## src/rtl/wg_pkg.sv

```systemverilog
`timescale 1ns/1ps
package wg_pkg;
  localparam int CTRL_W = 8;

  localparam logic [2:0] MODE_SINGLE = 3'b000;
  localparam logic [2:0] MODE_SR     = 3'b001;
  localparam logic [2:0] MODE_PHASE  = 3'b010;

  typedef struct packed {
    logic       early;
    logic       en;
    logic       reload;
    logic       inv;
    logic       init;
    logic [2:0] mode;
  } ctrl_t;
endpackage

```

## src/rtl/wg_timer.sv

```systemverilog
`timescale 1ns/1ps
module wg_timer #(
  parameter int TW = 16,
  parameter int EW = 10
) (
  input  logic          clk_i,
  input  logic          rst_ni,
  input  logic          tick_i,
  input  logic          early_i,
  output logic [TW-1:0] cnt_o,
  output logic          rst_evt_o
);
  logic [TW-1:0] cnt_q;

  // early mode: carry out of bit EW-1 clears the whole counter
  assign rst_evt_o = tick_i && (early_i ? (&cnt_q[EW-1:0]) : (&cnt_q));
  assign cnt_o     = cnt_q;

  always_ff @(posedge clk_i or negedge rst_ni) begin
    if (!rst_ni)        cnt_q <= '0;
    else if (rst_evt_o) cnt_q <= '0;
    else if (tick_i)    cnt_q <= cnt_q + 1'b1;
  end
endmodule

```

## src/rtl/wg_channel.sv

```systemverilog
`timescale 1ns/1ps
module wg_channel
  import wg_pkg::*;
#(
  parameter int TW        = 16,
  parameter bit HAS_EARLY = 1'b0,
  parameter bit IS_EVEN   = 1'b1
) (
  input  logic          clk_i,
  input  logic          rst_ni,
  input  logic          tick_i,
  input  logic          tmr_rst_i,
  input  logic [TW-1:0] timer_i,
  input  logic          ctrl_we_i,
  input  logic          cmp_we_i,
  input  logic [TW-1:0] wr_data_i,
  input  logic          peer_match_i,
  input  logic          peer_sr_i,
  output ctrl_t         ctrl_o,
  output logic          match_o,
  output logic          sr_o,
  output logic          wave_o
);
  ctrl_t         ctrl_q, wr_c, ctrl_d;
  logic [TW-1:0] buf_q, act_q;
  logic          state_q, en_rise, lvl;

  assign wr_c    = ctrl_t'(wr_data_i[CTRL_W-1:0]);
  assign en_rise = ctrl_we_i && wr_c.en && !ctrl_q.en;
  assign match_o = tick_i && (timer_i == act_q);
  assign sr_o    = IS_EVEN && (ctrl_q.mode == MODE_SR);
  assign ctrl_o  = ctrl_q;

  always_comb begin
    ctrl_d = wr_c;
    if (!HAS_EARLY) ctrl_d.early = 1'b0;
    if (peer_sr_i)  ctrl_d.mode  = ctrl_q.mode;  // paired odd keeps its mode
  end

  always_ff @(posedge clk_i or negedge rst_ni) begin
    if (!rst_ni)        ctrl_q <= '0;
    else if (ctrl_we_i) ctrl_q <= ctrl_d;
  end

  always_ff @(posedge clk_i or negedge rst_ni) begin
    if (!rst_ni) begin
      buf_q <= '0;
      act_q <= '0;
    end else begin
      if (cmp_we_i) buf_q <= wr_data_i;
      if (cmp_we_i && !ctrl_q.reload)                act_q <= wr_data_i;
      else if (en_rise || (tmr_rst_i && ctrl_q.reload)) act_q <= buf_q;
    end
  end

  always_ff @(posedge clk_i or negedge rst_ni) begin
    if (!rst_ni) state_q <= 1'b0;
    else if (!ctrl_q.en) state_q <= en_rise ? wr_c.init : ctrl_q.init;
    else begin
      case (ctrl_q.mode)
        MODE_SINGLE: begin
          if (tmr_rst_i)    state_q <= ctrl_q.init;
          else if (match_o) state_q <= !ctrl_q.init;
        end
        MODE_SR: begin
          if (!IS_EVEN)                      state_q <= ctrl_q.init;
          else if (tmr_rst_i || peer_match_i) state_q <= ctrl_q.init;
          else if (match_o)                  state_q <= !ctrl_q.init;
        end
        MODE_PHASE: begin
          if (match_o && !tmr_rst_i) state_q <= !state_q;
        end
        default: state_q <= ctrl_q.init;
      endcase
    end
  end

  assign lvl    = ctrl_q.en ? state_q : ctrl_q.init;
  assign wave_o = peer_sr_i ? 1'b0 : (lvl ^ ctrl_q.inv);
endmodule

```

## src/rtl/wg_top.sv

```systemverilog
`timescale 1ns/1ps
module wg_top
  import wg_pkg::*;
#(
  parameter int NCH = 8,
  parameter int TW  = 16,
  parameter int EW  = 10,
  localparam int CHW = $clog2(NCH)
) (
  input  logic              clk_i,
  input  logic              rst_ni,
  input  logic              tick_i,
  input  logic              ctrl_we_i,
  input  logic              cmp_we_i,
  input  logic [CHW-1:0]    wr_ch_i,
  input  logic [TW-1:0]     wr_data_i,
  input  logic [CHW-1:0]    rd_ch_i,
  output logic [CTRL_W-1:0] rd_ctrl_o,
  output logic [TW-1:0]     timer_o,
  output logic [NCH-1:0]    wave_o
);
  ctrl_t [NCH-1:0] ctrl_all;
  logic  [NCH-1:0] match, sr;
  logic            tmr_rst;

  wg_timer #(.TW(TW), .EW(EW)) u_timer (
    .clk_i     (clk_i),
    .rst_ni    (rst_ni),
    .tick_i    (tick_i),
    .early_i   (ctrl_all[0].early),
    .cnt_o     (timer_o),
    .rst_evt_o (tmr_rst)
  );

  for (genvar ch = 0; ch < NCH; ch++) begin : g_ch
    localparam bit EVEN = (ch % 2) == 0;
    logic pm, ps;
    if (EVEN) begin : g_even
      assign pm = match[ch+1];
      assign ps = 1'b0;
    end else begin : g_odd
      assign pm = 1'b0;
      assign ps = sr[ch-1];
    end
    wg_channel #(.TW(TW), .HAS_EARLY(ch == 0), .IS_EVEN(EVEN)) u_ch (
      .clk_i        (clk_i),
      .rst_ni       (rst_ni),
      .tick_i       (tick_i),
      .tmr_rst_i    (tmr_rst),
      .timer_i      (timer_o),
      .ctrl_we_i    (ctrl_we_i && (wr_ch_i == CHW'(ch))),
      .cmp_we_i     (cmp_we_i && (wr_ch_i == CHW'(ch))),
      .wr_data_i    (wr_data_i),
      .peer_match_i (pm),
      .peer_sr_i    (ps),
      .ctrl_o       (ctrl_all[ch]),
      .match_o      (match[ch]),
      .sr_o         (sr[ch]),
      .wave_o       (wave_o[ch])
    );
  end

  assign rd_ctrl_o = ctrl_all[rd_ch_i];
endmodule

```

## config.mk

```make
export PLATFORM = sky130hd
export DESIGN_NAME = wg_top
export DESIGN_NICKNAME = d
export VERILOG_FILES = /design/src/rtl/wg_pkg.sv /design/src/rtl/wg_timer.sv /design/src/rtl/wg_channel.sv /design/src/rtl/wg_top.sv
export SDC_FILE = /design/constraint.sdc
export NUM_CORES = 1
export LEC_CHECK = 0
export ABC_AREA = 0
export BUFFER_PORTS_ARGS = -buffer_cell sky130_fd_sc_hd__buf_4
export CAP_MARGIN = 20
export CORE_ASPECT_RATIO = 1.75
export CORE_MARGIN = 1
export CORE_UTILIZATION = 35
export CTS_BUF_LIST = sky130_fd_sc_hd__clkbuf_8
export CTS_CLUSTER_SIZE = 28
export DETAILED_ROUTE_END_ITERATION = 12
export PLACE_DENSITY_LB_ADDON = 0.25
export SYNTH_ARGS = -nofsm -noshare
export SYNTH_HDL_FRONTEND = slang
export SYNTH_SLANG_ARGS = --single-unit
```

## constraint.sdc

```tcl
create_clock -name clk_i -period 3.1 [get_ports clk_i]
set_input_delay 0.31 -clock clk_i [delete_from_list [all_inputs] [get_ports clk_i]]
set_output_delay 0.31 -clock clk_i [all_outputs]
set_load 0.01 [all_outputs]
```

==> out/qor.yml, run 1 <==
outcome:
  run_status: "finished clean"
logic_synthesis:
  seq_area_frac_synth_pct: 49.51
  syn_inst: 1514
  avgSynthCellArea_um2: 11.25
  synth_edf_count: 0
  synth_seq_cells: 337
  syn_area_um2: 17030
  synthArstFlopShare_pct: 100.0
  ys_warn_count: 0
  ys_types: 67
  yosys-top-cells-area: "dfrtp_1 50%, mux2_2 12%, mux2i_1 8.3%"
  synth_fp_nets: 1542
  yosysTopAreaCell: "dfrtp_1"
  netlist.area_leader.share_pct: 49.51
  ys.flop_type: "dfrtp_1"
clocking:
  cts-root-buf: "clkbuf_8"
  postCtsSetupBuffers: 0
  cts_sinks: 337
  cts_buffer_depth: 3
  clock_latency_ns: 0.63
  cts_tree: "yes"
  clkTransAtPathRegs_ns: 0.07
  numCtsBuffers: 52
  cts_max_level: 2
final_layout:
  n_fill_cell: 4633
  final_core_util_pct: 40.28
  multiInputGateArea_um2: 8021
  drive_above_1_share_pct: 25.78
  seq_area_um2: 8433
  syn_to_final_growth_pct: 13.22
  nNetsFinal: 1595
flow_run:
  drv_cap: 0
worst_setup_path:
  cp-start-kind: "flop"
  cp-end-kind: "flop"
  arrival_ns: 3.34
  cp_max_fo: 5
  worstPathRequired_ns: 3.60
  critPathKind: "reg -> reg"
die:
  row_count: 106
  chipWidth_um: 168.8
  design.core.area_um2: 47880
  start_util_pct: 35.58
  die_h_um: 293.8
  num_io_pins: 59
  dieArea_um2: 49590
detailed_routing:
  dr_total_vias: 11710
  drtIter0Drc: 770
  dr.pass1.iters: 6
  vias_per_cell: 5.193
  routed_wl_mm: 49.56
  postRouteAntennaNets: 0
  wl_per_cell_um: 21.98
  drc: 0
sta:
  min_period_over_period_pct: 91.60
  fin_setup_tns_ns: 0
  skew_ns: 0.02432
  max_freq_mhz: 352.1
  finalMaxSlewViolations: 0
  rsz0062_at_grt: "no"
  setup_violations: 0
  maxSlewHeadroom_pct: 26.36
  worstMarginPinSlew_ns: 1.105
  hold_viol_final: 0
  period_needed_ns: 2.840
power:
  power_leakage_nw: 8.927
  p_per_area_nw_per_um2: 707.6
  peakVddDrop_mv: 0.2613
global_route:
  grt_pass1_wl_mm: 76.35
  grt_pass1_vias: 12100
  grt_max_degree: 98
  gr-total-overflow: 0
  track_usage_pct: 20.64
  antenna_found_initial: 1
worst_hold_path:
  hold_path.class: "in -> reg"
placed_design:
  io_buffers: 58
  dpl.hpwl_mm: 32.87
  place.gp.congestion: 0.8333
state kept, by name (all words and copies together), names as in the netlist:
name and flops:
g_ch.u_ch.act_q 128, u_timer.cnt_o 16, g_ch.u_ch.buf_q 128, g_ch.u_ch.ctrl_o 57, g_ch.u_ch.state_q 8
layout make-up:
class	instances	area share, %
clock inverters	25	0.6747
repair buffers	114	4.723
clock buffers	68	4.853
flip-flops and latches	337	43.73
diodes	1	0.01298
inverters	11	0.2141
multi-input cells	1051	41.59
well taps	648	4.204
kinds of logic (layout without fill, tap and decap cells):
group                      count (synthesis)  in the layout  synth area share [%]
and+or+nand+nor                          350            350                 9.711
muxes                                    343            343                 22.56
DFF                                      337            337                 49.51
AOI/OAI and AO/OA                        208            208                 6.986
xor gates and xnor gates                 149            149                 7.661
buffers and inverters                    126            218                 3.496
adders and majority gates                  1              1               0.07344
other                                      0              1                     0
per-stage QoR:
step	setup WS (ns)	instances	power, mW	area, um^2	hold WS, ns
finish	0.2603	2255	13.65	19290	0.08383
detailed placement	0.1958	2159	9.911	18170	0.3057
CTS	0.2261	2253	13.80	19250	0.07036
global route	0.02126	2255	14.41	19290	0.08287
floorplan	0.6849	1514	8.671	17030	0.01441
global placement	0.2544	2159	9.800	18170	0.3003
cells in the mapped netlist, types with 5 or more instances:
library cell / number
a21oi_1: 146
a21oi_2: 8
a31oi_1: 5
buf_2: 18
buf_4: 12
clkbuf_1: 76
dfrtp_1: 337
inv_1: 10
mux2_2: 186
mux2i_1: 141
mux4_2: 14
nand2_1: 54
nand2b_1: 10
nand3_1: 22
nand4_1: 23
nor2_1: 179
nor3_1: 7
nor3b_1: 5
nor4_1: 15
o21ai_0: 14
or3_1: 8
xnor2_1: 90
xor2_1: 59
cells in the final DEF (no fill, tap or decap), types with 3 or more instances in the layout:
cell type  count
inv_1         29
a21oi_1      146
nand3_1       22
o211ai_1       4
a21oi_2        8
nor3_2         4
o21a_1         3
xor2_1        59
mux4_2        14
xnor2_1       90
buf_4        109
o21ai_1        3
nor4_1        14
nor3_1         5
nor2_1       179
nor4b_1        4
nand4_1       23
clkinv_2       4
mux2i_1      141
nor3b_1        5
nand2_1       54
or3_1          8
a31oi_1        5
o21ai_0       14
clkbuf_8      68
nand2b_1      10
mux2_2       186
nor2b_1        3
dfrtp_1      337
nor4_2         3
routing by layer:
layer | share of wire (%) | routed length [um] | vias to the layer above | global-route usage, %
li1 | - | - | 5412 | -
met1 | 40 | 19820 | 5967 | 24.38
met2 | 53 | 26280 | 235 | 37.67
met3 | 3.4 | 1676 | 96 | 2.340
met4 | 3.6 | 1789 | 0 | 8.293
met5 | 0 | 0 | - | 0
worst paths after layout:
kind	start	cells past startpoint	end	slack [ns]
max in group asynchronous	rst_ni	3	g_ch[5].u_ch.ctrl_o[4]	1.86
hold / removal	wr_data_i[15]	3	g_ch[2].u_ch.act_q[15]	0.08
setup reg to reg	u_timer.cnt_o[15]	10	g_ch[4].u_ch.state_q	0.26
min in group asynchronous	rst_ni	2	g_ch[6].u_ch.buf_q[2]	0.24
hold reg to reg	g_ch[3].u_ch.buf_q[13]	1	g_ch[3].u_ch.buf_q[13]	0.50
setup / recovery	u_timer.cnt_o[15]	10	g_ch[4].u_ch.state_q	0.26
power by group:
part	switching (mW)	leakage [nW]	internal (mW)
clock	1.81	0.624	2.04
combinational	1.60	4.32	1.78
sequential	0.973	3.99	5.46
total	4.38	8.93	9.27
worst max-delay path, cell delays in order, from the launching register on:
cell     delay, ns
dfrtp_1       0.54
xor2_1        0.23
nor4_1        0.33
buf_4         0.18
nand2_1       0.06
nor4_1        0.49
buf_4         0.22
o211a_1       0.14
o22ai_1       0.06
nor4b_1       0.31
o31ai_1       0.12
timing repair:
item,CTS,global route
endpoints found under the setup margin,0,1
hold buffers,1,0
hold endpoints to repair,60,0
resized for setup,0,1
(Power assumes the default switching activity.)
==> run 2, diff against run 1 <==
- ABC_AREA: 0 -> 1
- CELL_PAD_IN_SITES_DETAIL_PLACEMENT: default -> 1
- CELL_PAD_IN_SITES_GLOBAL_PLACEMENT: default -> 2
- CTS_BUF_LIST: sky130_fd_sc_hd__clkbuf_8 -> sky130_fd_sc_hd__clkbuf_16
==> run 2 against run 1 <==
Cell area rose by 6.4%. Sequential share of layout area fell by 2.6 points. Register-to-register slack improved by 0.20 ns. Clock power rose by 12%. Cell count increased by 40%. Largest cell class unchanged. Clock skew fell by 0.0067 ns. Critical path type unchanged.
==> out/qor.yml, run 2 <==
outcome:
  run_status: "finished clean"  # unchanged
global_route:
  track_usage_pct: 29.37  # was 20.64%
  grt_max_degree: 89  # was 98
  antenna_found_initial: 0  # was 1
  gr-total-overflow: 0  # unchanged
  grt_pass1_vias: 17770  # was 12100
  grt_pass1_wl_mm: 113.9  # was 76.35 mm
final_layout:
  layout_common_cells: "734 x nand2_1, 337 x dfrtp_1, 306 x o21ai_0"  # was 337 x dfrtp_1, 186 x mux2_2, 179 x nor2_1
  seq_area_um2: 8433  # unchanged
  multiInputGateArea_um2: 8093  # was 8021 um^2
  syn_to_final_growth_pct: 13.55  # was 13.22%
  final_common_cell: "nand2_1"  # was dfrtp_1
  drive_above_1_share_pct: 9.236  # was 25.78%
  n_fill_cell: 6293  # was 4633
  final_core_util_pct: 40.46  # was 40.28%
  diodes: 0  # was 1
  nNetsFinal: 2501  # was 1595
  final_area_um2: 20530  # was 19290 um^2
power:
  combPwrFrac_pct: 33.5  # was 24.7%
  peakVddDrop_mv: 0.4390  # was 0.2613 mV
  pwr-share-seq_pct: 40.5  # was 47.1%
  internal-power_mw: 10.07  # was 9.269 mW
  swShare_pct: 39.21  # was 32.08%
  p_per_area_nw_per_um2: 806.5  # was 707.6 nW/um^2
  power_leakage_nw: 9.660  # was 8.927 nW
  pwr-share-clk_pct: 26.0  # was 28.1%
  p_switching_mw: 6.491  # was 4.378 mW
sta:
  max_freq_mhz: 379.3  # was 352.1 MHz
  setup_violations: 0  # unchanged
  fin_setup_tns_ns: 0  # unchanged
  hold_viol_final: 0  # unchanged
  worstMarginPinSlew_ns: 1.079  # was 1.105 ns
  setup_ws_ns: 0.4635  # was 0.2603 ns
  min_period_over_period_pct: 85.05  # was 91.60%
  maxSlewHeadroom_pct: 28.02  # was 26.36%
  skew_ns: 0.01763  # was 0.02432 ns
  rsz0062_at_grt: "no"  # unchanged
  period_needed_ns: 2.636  # was 2.840 ns
  finalMaxSlewViolations: 0  # unchanged
worst_hold_path:
  hold_depth: 3  # unchanged
  hold_path.class: "in -> reg"  # unchanged
  hp-start: "wr_data_i[8]"  # was wr_data_i[15]
  worstHoldEndpoint: "g_ch[3].u_ch.act_q[8]"  # was g_ch[2].u_ch.act_q[15]
logic_synthesis:
  ys_types: 44  # was 67
  syn_inst: 2423  # was 1514
  netlist.area_leader.share_pct: 46.65  # was 49.51%
  synth_fp_nets: 2451  # was 1542
  yosysMostFrequentCell: "nand2_1"  # was dfrtp_1
  synth_common_cells: "734 x nand2_1, 337 x dfrtp_1, 306 x o21ai_0, 225 x inv_1, 214 x nor2_1"  # was 337 x dfrtp_1, 186 x mux2_2, 179 x nor2_1, 146 x a21oi_1, 141 x mux2i_1
  yosys-top-cells-area: "dfrtp_1 47%, nand2_1 15%, o21ai_0 8.5%"  # was dfrtp_1 50%, mux2_2 12%, mux2i_1 8.3%
  synth_edf_count: 0  # unchanged
  synthArstFlopShare_pct: 100.0  # unchanged
  avgSynthCellArea_um2: 7.461  # was 11.25 um^2
  syn_area_um2: 18080  # was 17030 um^2
  ys.flop_type: "dfrtp_1"  # unchanged
  synth_seq_cells: 337  # unchanged
  seq_area_frac_synth_pct: 46.65  # was 49.51%
  ys_warn_count: 0  # unchanged
  yosysTopAreaCell: "dfrtp_1"  # unchanged
worst_setup_path:
  cp-start-kind: "flop"  # unchanged
  r2r_slack_ns: 0.46  # was 0.26 ns
  reg2reg_to: "g_ch[3].u_ch.state_q"  # was g_ch[4].u_ch.state_q
  rr_worst_depth: 12  # was 10
  cp-end-kind: "flop"  # unchanged
  arrival_ns: 3.07  # was 3.34 ns
  critPathKind: "reg -> reg"  # unchanged
  cp_max_fo: 6  # was 5
  r2r_start: "u_timer.cnt_o[5]"  # was u_timer.cnt_o[15]
  worstPathRequired_ns: 3.54  # was 3.60 ns
detailed_routing:
  vias_per_cell: 5.356  # was 5.193
  drc: 0  # unchanged
  dr.pass1.iters: 4  # was 6
  drtIter0Drc: 898  # was 770
  postRouteAntennaNets: 0  # unchanged
  routed_wl_mm: 75.49  # was 49.56 mm
  dr_total_vias: 16960  # was 11710
  wl_per_cell_um: 23.84  # was 21.98 um
placed_design:
  place_ws_ns: 0.5033  # was 0.1958 ns
  io_buffers: 58  # unchanged
  place.gp.congestion: 0.9247  # was 0.8333
  dpl.hpwl_mm: 53.92  # was 32.87 mm
  place_area_um2: 19390  # was 18170 um^2
clocking:
  cts_tree: "yes"  # unchanged
  postCtsHoldBufs: 1  # unchanged
  clkTransAtPathRegs_ns: 0.06  # was 0.07 ns
  cts_sinks: 337  # unchanged
  cts_resized: 0  # unchanged
  cts_buffer_depth: 3  # unchanged
  numCtsBuffers: 37  # was 52
  cts_max_level: 2  # unchanged
  cts-root-buf: "clkbuf_16"  # was clkbuf_8
  postCtsSetupBuffers: 0  # unchanged
  clock_latency_ns: 0.56  # was 0.63 ns
die:
  dieArea_um2: 52600  # was 49590 um^2
  num_io_pins: 59  # unchanged
  start_util_pct: 35.63  # was 35.58%
  die_h_um: 302.7  # was 293.8 um
  chipWidth_um: 173.8  # was 168.8 um
  design.core.area_um2: 50730  # was 47880 um^2
  row_count: 109  # was 106
flow_run:
  drv_cap: 0  # unchanged
run 2: area by class of cell:
cell class                      count  share of cell area [%]
Sequential cell                   337                   41.08
Multi-Input combinational cell   1712                   39.42
Timing Repair Buffer              138                   5.400
Clock buffer                       39                   4.754
Inverter                          247                   4.535
Tap cell                          666                   4.059
Clock inverter                     28                  0.7497
run 2: power groups by stage:
stage	Clock, mW	Sequential, mW	Combinational [mW]
6_report	4.30	6.70	5.55
5_1_grt	4.55	6.86	6.30
4_1_cts	4.42	6.70	5.61
3_5_place_dp	0	6.76	5.58
3_3_place_gp	0	6.72	5.42
2_1_floorplan	0	6.45	3.78
run 2: critical path, cell delays in order, from the launching register on:
cell and delay [ns]:
dfrtp_1 0.57, buf_4 0.29, clkinv_1 0.11, buf_4 0.19, nand2_1 0.11, nor3b_1 0.22, nand4_1 0.15, nor3_1 0.16
nand3_1 0.24, nand2_1 0.22, nand2_1 0.10, nand3_1 0.08, nand2_1 0.06
run 2: how the worst max path moves through the flow:
stage | from | endpoint | slack, ns | cells after the start
final | u_timer.cnt_o[5] | g_ch[3].u_ch.state_q | 0.46 | 12
after global routing | u_timer.cnt_o[0] | g_ch[3].u_ch.act_q[0] | 0.31 | 15
after CTS | u_timer.cnt_o[5] | g_ch[3].u_ch.state_q | 0.50 | 12
after detailed placement | u_timer.cnt_o[5] | g_ch[3].u_ch.state_q | 0.50 | 12
after global placement | u_timer.cnt_o[5] | g_ch[3].u_ch.act_q[13] | 0.58 | 12
after floorplan | u_timer.cnt_o[0] | g_ch[4].u_ch.act_q[10] | 1.05 | 16
run 2: metrics by stage:
step | hold slack [ns] | instances | power [mW]
global route | 0.02629 | 3167 | 17.71
floorplan | 0.01441 | 2423 | 10.23
global placement | 0.3984 | 3099 | 12.14
detailed placement | 0.3958 | 3099 | 12.34
finish | 0.04890 | 3167 | 16.56
CTS | 0.01158 | 3167 | 16.73
run 2: routing by layer:
layer	up-vias	track usage (%)	part of all wire, %
li1	8008	-	-
met1	8398	34.11	40
met2	374	52.81	51
met3	181	3.221	3.3
met4	0	15.98	5.9
met5	-	0	0
run 2: logic make-up (layout without fill, tap and decap cells):
logic type | after synthesis | after routing | share of synthesized area (%)
xor gates and xnor gates | 43 | 43 | 2.083
AOI/OAI and AO/OA | 555 | 555 | 17.58
adders and majority gates | 1 | 1 | 0.06920
buffers and inverters | 374 | 452 | 8.630
DFF | 337 | 337 | 46.65
and+or+nand+nor | 1113 | 1113 | 24.99
==> run 3, diff against run 2 <==
- ABC_AREA: 1 -> default
==> run 3 against run 2 <==
Fmax decreased by 7.2%. Cell area down 5.2%. Register-to-register slack worse by 0.21 ns. Hold slack gained 0.12 ns. Global-route usage shrank 6.6 points. Non-clock buffer count decreased by 16. Sequential power down 4.5%. Clock skew rose by 0.00095 ns. Critical path depth down 3.
==> out/qor.yml, run 3 (same netlist as run 1, synthesis figures left out) <==
final_layout:
  final_common_cell: "dfrtp_1"  # was nand2_1
  diodes: 0  # unchanged
  layout_common_cells: "337 x dfrtp_1, 186 x mux2_2, 179 x nor2_1"  # was 734 x nand2_1, 337 x dfrtp_1, 306 x o21ai_0
  syn_to_final_growth_pct: 14.28  # was 13.55%
  drive_above_1_share_pct: 24.97  # was 9.236%
  final_core_util_pct: 40.66  # was 40.46%
  final_area_um2: 19470  # was 20530 um^2
  nNetsFinal: 1587  # was 2501
  n_fill_cell: 5121  # was 6293
outcome:
  run_status: "finished clean"  # unchanged
clocking:
  numCtsBuffers: 36  # was 37
  cts_resized: 0  # unchanged
  cts_max_level: 2  # unchanged
  postCtsSetupBuffers: 0  # unchanged
  cts_buffer_depth: 3  # unchanged
  cts-root-buf: "clkbuf_16"  # unchanged
  postCtsHoldBufs: 1  # unchanged
  cts_sinks: 337  # unchanged
  clkTransAtPathRegs_ns: 0.06  # about the same
  cts_tree: "yes"  # unchanged
  clock_latency_ns: 0.55  # was 0.56 ns
die:
  num_io_pins: 59  # unchanged
  row_count: 106  # was 109
  die_h_um: 293.8  # was 302.7 um
  dieArea_um2: 49590  # was 52600 um^2
  design.core.area_um2: 47880  # was 50730 um^2
  start_util_pct: 35.58  # was 35.63%
  chipWidth_um: 168.8  # was 173.8 um
global_route:
  gr-total-overflow: 0  # unchanged
  track_usage_pct: 22.77  # was 29.37%
  grt_pass1_wl_mm: 83.15  # was 113.9 mm
  antenna_found_initial: 0  # unchanged
  grt_pass1_vias: 12980  # was 17770
  grt_max_degree: 76  # was 89
power:
  p_per_area_nw_per_um2: 729.8  # was 806.5 nW/um^2
  pwr-share-seq_pct: 45.1  # was 40.5%
  internal-power_mw: 9.616  # was 10.07 mW
  pwr-share-clk_pct: 29.9  # was 26.0%
  peakVddDrop_mv: 0.3368  # was 0.4390 mV
  power_leakage_nw: 8.950  # was 9.660 nW
  swShare_pct: 32.31  # was 39.21%
  combPwrFrac_pct: 25.0  # was 33.5%
  p_switching_mw: 4.590  # was 6.491 mW
sta:
  fin_setup_tns_ns: 0  # unchanged
  period_needed_ns: 2.843  # was 2.636 ns
  skew_ns: 0.01857  # was 0.01763 ns
  setup_violations: 0  # unchanged
  hold_viol_final: 0  # unchanged
  rsz0062_at_grt: "no"  # unchanged
  finalMaxSlewViolations: 0  # unchanged
  min_period_over_period_pct: 91.70  # was 85.05%
  maxSlewHeadroom_pct: 52.33  # was 28.02%
  max_freq_mhz: 351.8  # was 379.3 MHz
  worstMarginPinSlew_ns: 0.7150  # was 1.079 ns
placed_design:
  dpl.hpwl_mm: 36.81  # was 53.92 mm
  place.gp.congestion: 0.8116  # was 0.9247
  io_buffers: 58  # unchanged
  place_area_um2: 18260  # was 19390 um^2
worst_setup_path:
  worstPathRequired_ns: 3.59  # was 3.54 ns
  path_cells: "buf_4 -> xnor2_1 -> nand4_1 -> nor2_1 -> nand4_1 -> o21a_1 -> a211o_1 -> a21oi_1 -> mux2_2"  # was buf_4 -> clkinv_1 -> buf_4 -> nand2_1 -> nor3b_1 -> nand4_1 -> nor3_1 -> nand3_1 -> nand2_1 -> nand2_1 -> nand3_1 -> nand2_1
  cp-startpoint: "u_timer.cnt_o[5]"  # unchanged
  critPathMaxStageDelay_ns: 0.67  # was 0.57 ns
  cp-end-kind: "flop"  # unchanged
  arrival_ns: 3.33  # was 3.07 ns
  cp_max_fo: 8  # was 6
  path_buf_inv: 1  # was 3
  path_depth: 9  # was 12
  crit_slowest_cell: "dfrtp_1"  # unchanged
  critPathKind: "reg -> reg"  # unchanged
  rr_worst_depth: 9  # was 12
  r2r_start: "u_timer.cnt_o[5]"  # unchanged
  cpMostUsedCell: "nand4_1"  # was nand2_1
  cp-start-kind: "flop"  # unchanged
  reg2reg_to: "g_ch[2].u_ch.state_q"  # was g_ch[3].u_ch.state_q
  crit_family: "compound AO/OA/AOI/OAI gates"  # was simple AND/OR/NAND/NOR gates
  endpoint: "g_ch[2].u_ch.state_q"  # was g_ch[3].u_ch.state_q
  r2r_slack_ns: 0.26  # was 0.46 ns
detailed_routing:
  dr.pass1.iters: 4  # unchanged
  routed_wl_mm: 54.62  # was 75.49 mm
  drc: 0  # unchanged
  wl_per_cell_um: 24.45  # was 23.84 um
  dr_total_vias: 11830  # was 16960
  drtIter0Drc: 607  # was 898
  vias_per_cell: 5.296  # was 5.356
  postRouteAntennaNets: 0  # unchanged
worst_hold_path:
  hold_depth: 3  # unchanged
  hold_path.class: "in -> reg"  # unchanged
flow_run:
  drv_cap: 0  # unchanged
run 3: changes by cell type in the layout (fill, tap and decap cells not counted), sizes merged, moves of 83 or more:
cell    change
nand2     -691
o21ai     -320
inv       -223
mux2      +188
mux2i     +141
a21oi      +96
o211ai     -83
run 3: area by class of cell:
cell class / instances / area (um^2) / share of cell area (%)
Clock buffer: 37 / 925.9 / 4.756
Clock inverter: 28 / 191.4 / 0.9834
Inverter: 11 / 41.29 / 0.2121
Multi-Input combinational cell: 1051 / 8015 / 41.17
Sequential cell: 337 / 8433 / 43.32
Tap cell: 648 / 810.8 / 4.165
Timing Repair Buffer: 122 / 1049 / 5.386
run 3: worst min path at each step:
stage | from | endpoint | slack, ns
after floorplan | rst_ni | g_ch[0].u_ch.act_q[0] | 0.01
after global placement | rst_ni | g_ch[5].u_ch.buf_q[6] | 0.35
after detailed placement | rst_ni | g_ch[5].u_ch.act_q[6] | 0.35
after CTS | wr_data_i[8] | g_ch[0].u_ch.act_q[8] | 0.16
after global routing | wr_data_i[10] | g_ch[4].u_ch.act_q[10] | 0.17
final | wr_data_i[8] | g_ch[0].u_ch.act_q[8] | 0.17
run 3: metal layers:
layer / GRT usage, % / routed length, um / up-vias
li1: - / - / 5367
met3: 2.555 / 1695 / 97
met4: 8.581 / 1915 / 0
met2: 42.01 / 29000 / 207
met5: 0 / 0 / -
met1: 26.77 / 22000 / 6161
run 3: tightest hold or removal path, delay by kind of cell:
kind,cells,cell delay (ns)
and+or+nand+nor,1,0.13
AOI/OAI and AO/OA,1,0.04
buffers and inverters,1,0.20
run 3: power by group through the flow:
| stage | logic [mW] | clock network (mW) | registers (mW) |
|---|---|---|---|
| finish | 3.55 | 4.25 | 6.40 |
| CTS | 3.61 | 4.36 | 6.42 |
| global placement | 3.50 | 0 | 6.46 |
| floorplan | 2.54 | 0 | 6.13 |
| detailed placement | 3.59 | 0 | 6.51 |
| global route | 3.90 | 4.50 | 6.55 |
run 3: per-stage QoR:
| step | hold slack, ns | std cells | worst slack, ns | total power, mW |
|---|---|---|---|---|
| 5_1_grt | 0.1681 | 2234 | 0.05477 | 14.96 |
| 6_report | 0.1721 | 2234 | 0.2574 | 14.21 |
| 4_1_cts | 0.1582 | 2231 | 0.2050 | 14.40 |
| 3_5_place_dp | 0.3496 | 2165 | 0.2293 | 10.09 |
| 3_3_place_gp | 0.3503 | 2165 | 0.1972 | 9.958 |
| 2_1_floorplan | 0.01441 | 1514 | 0.6849 | 8.671 |
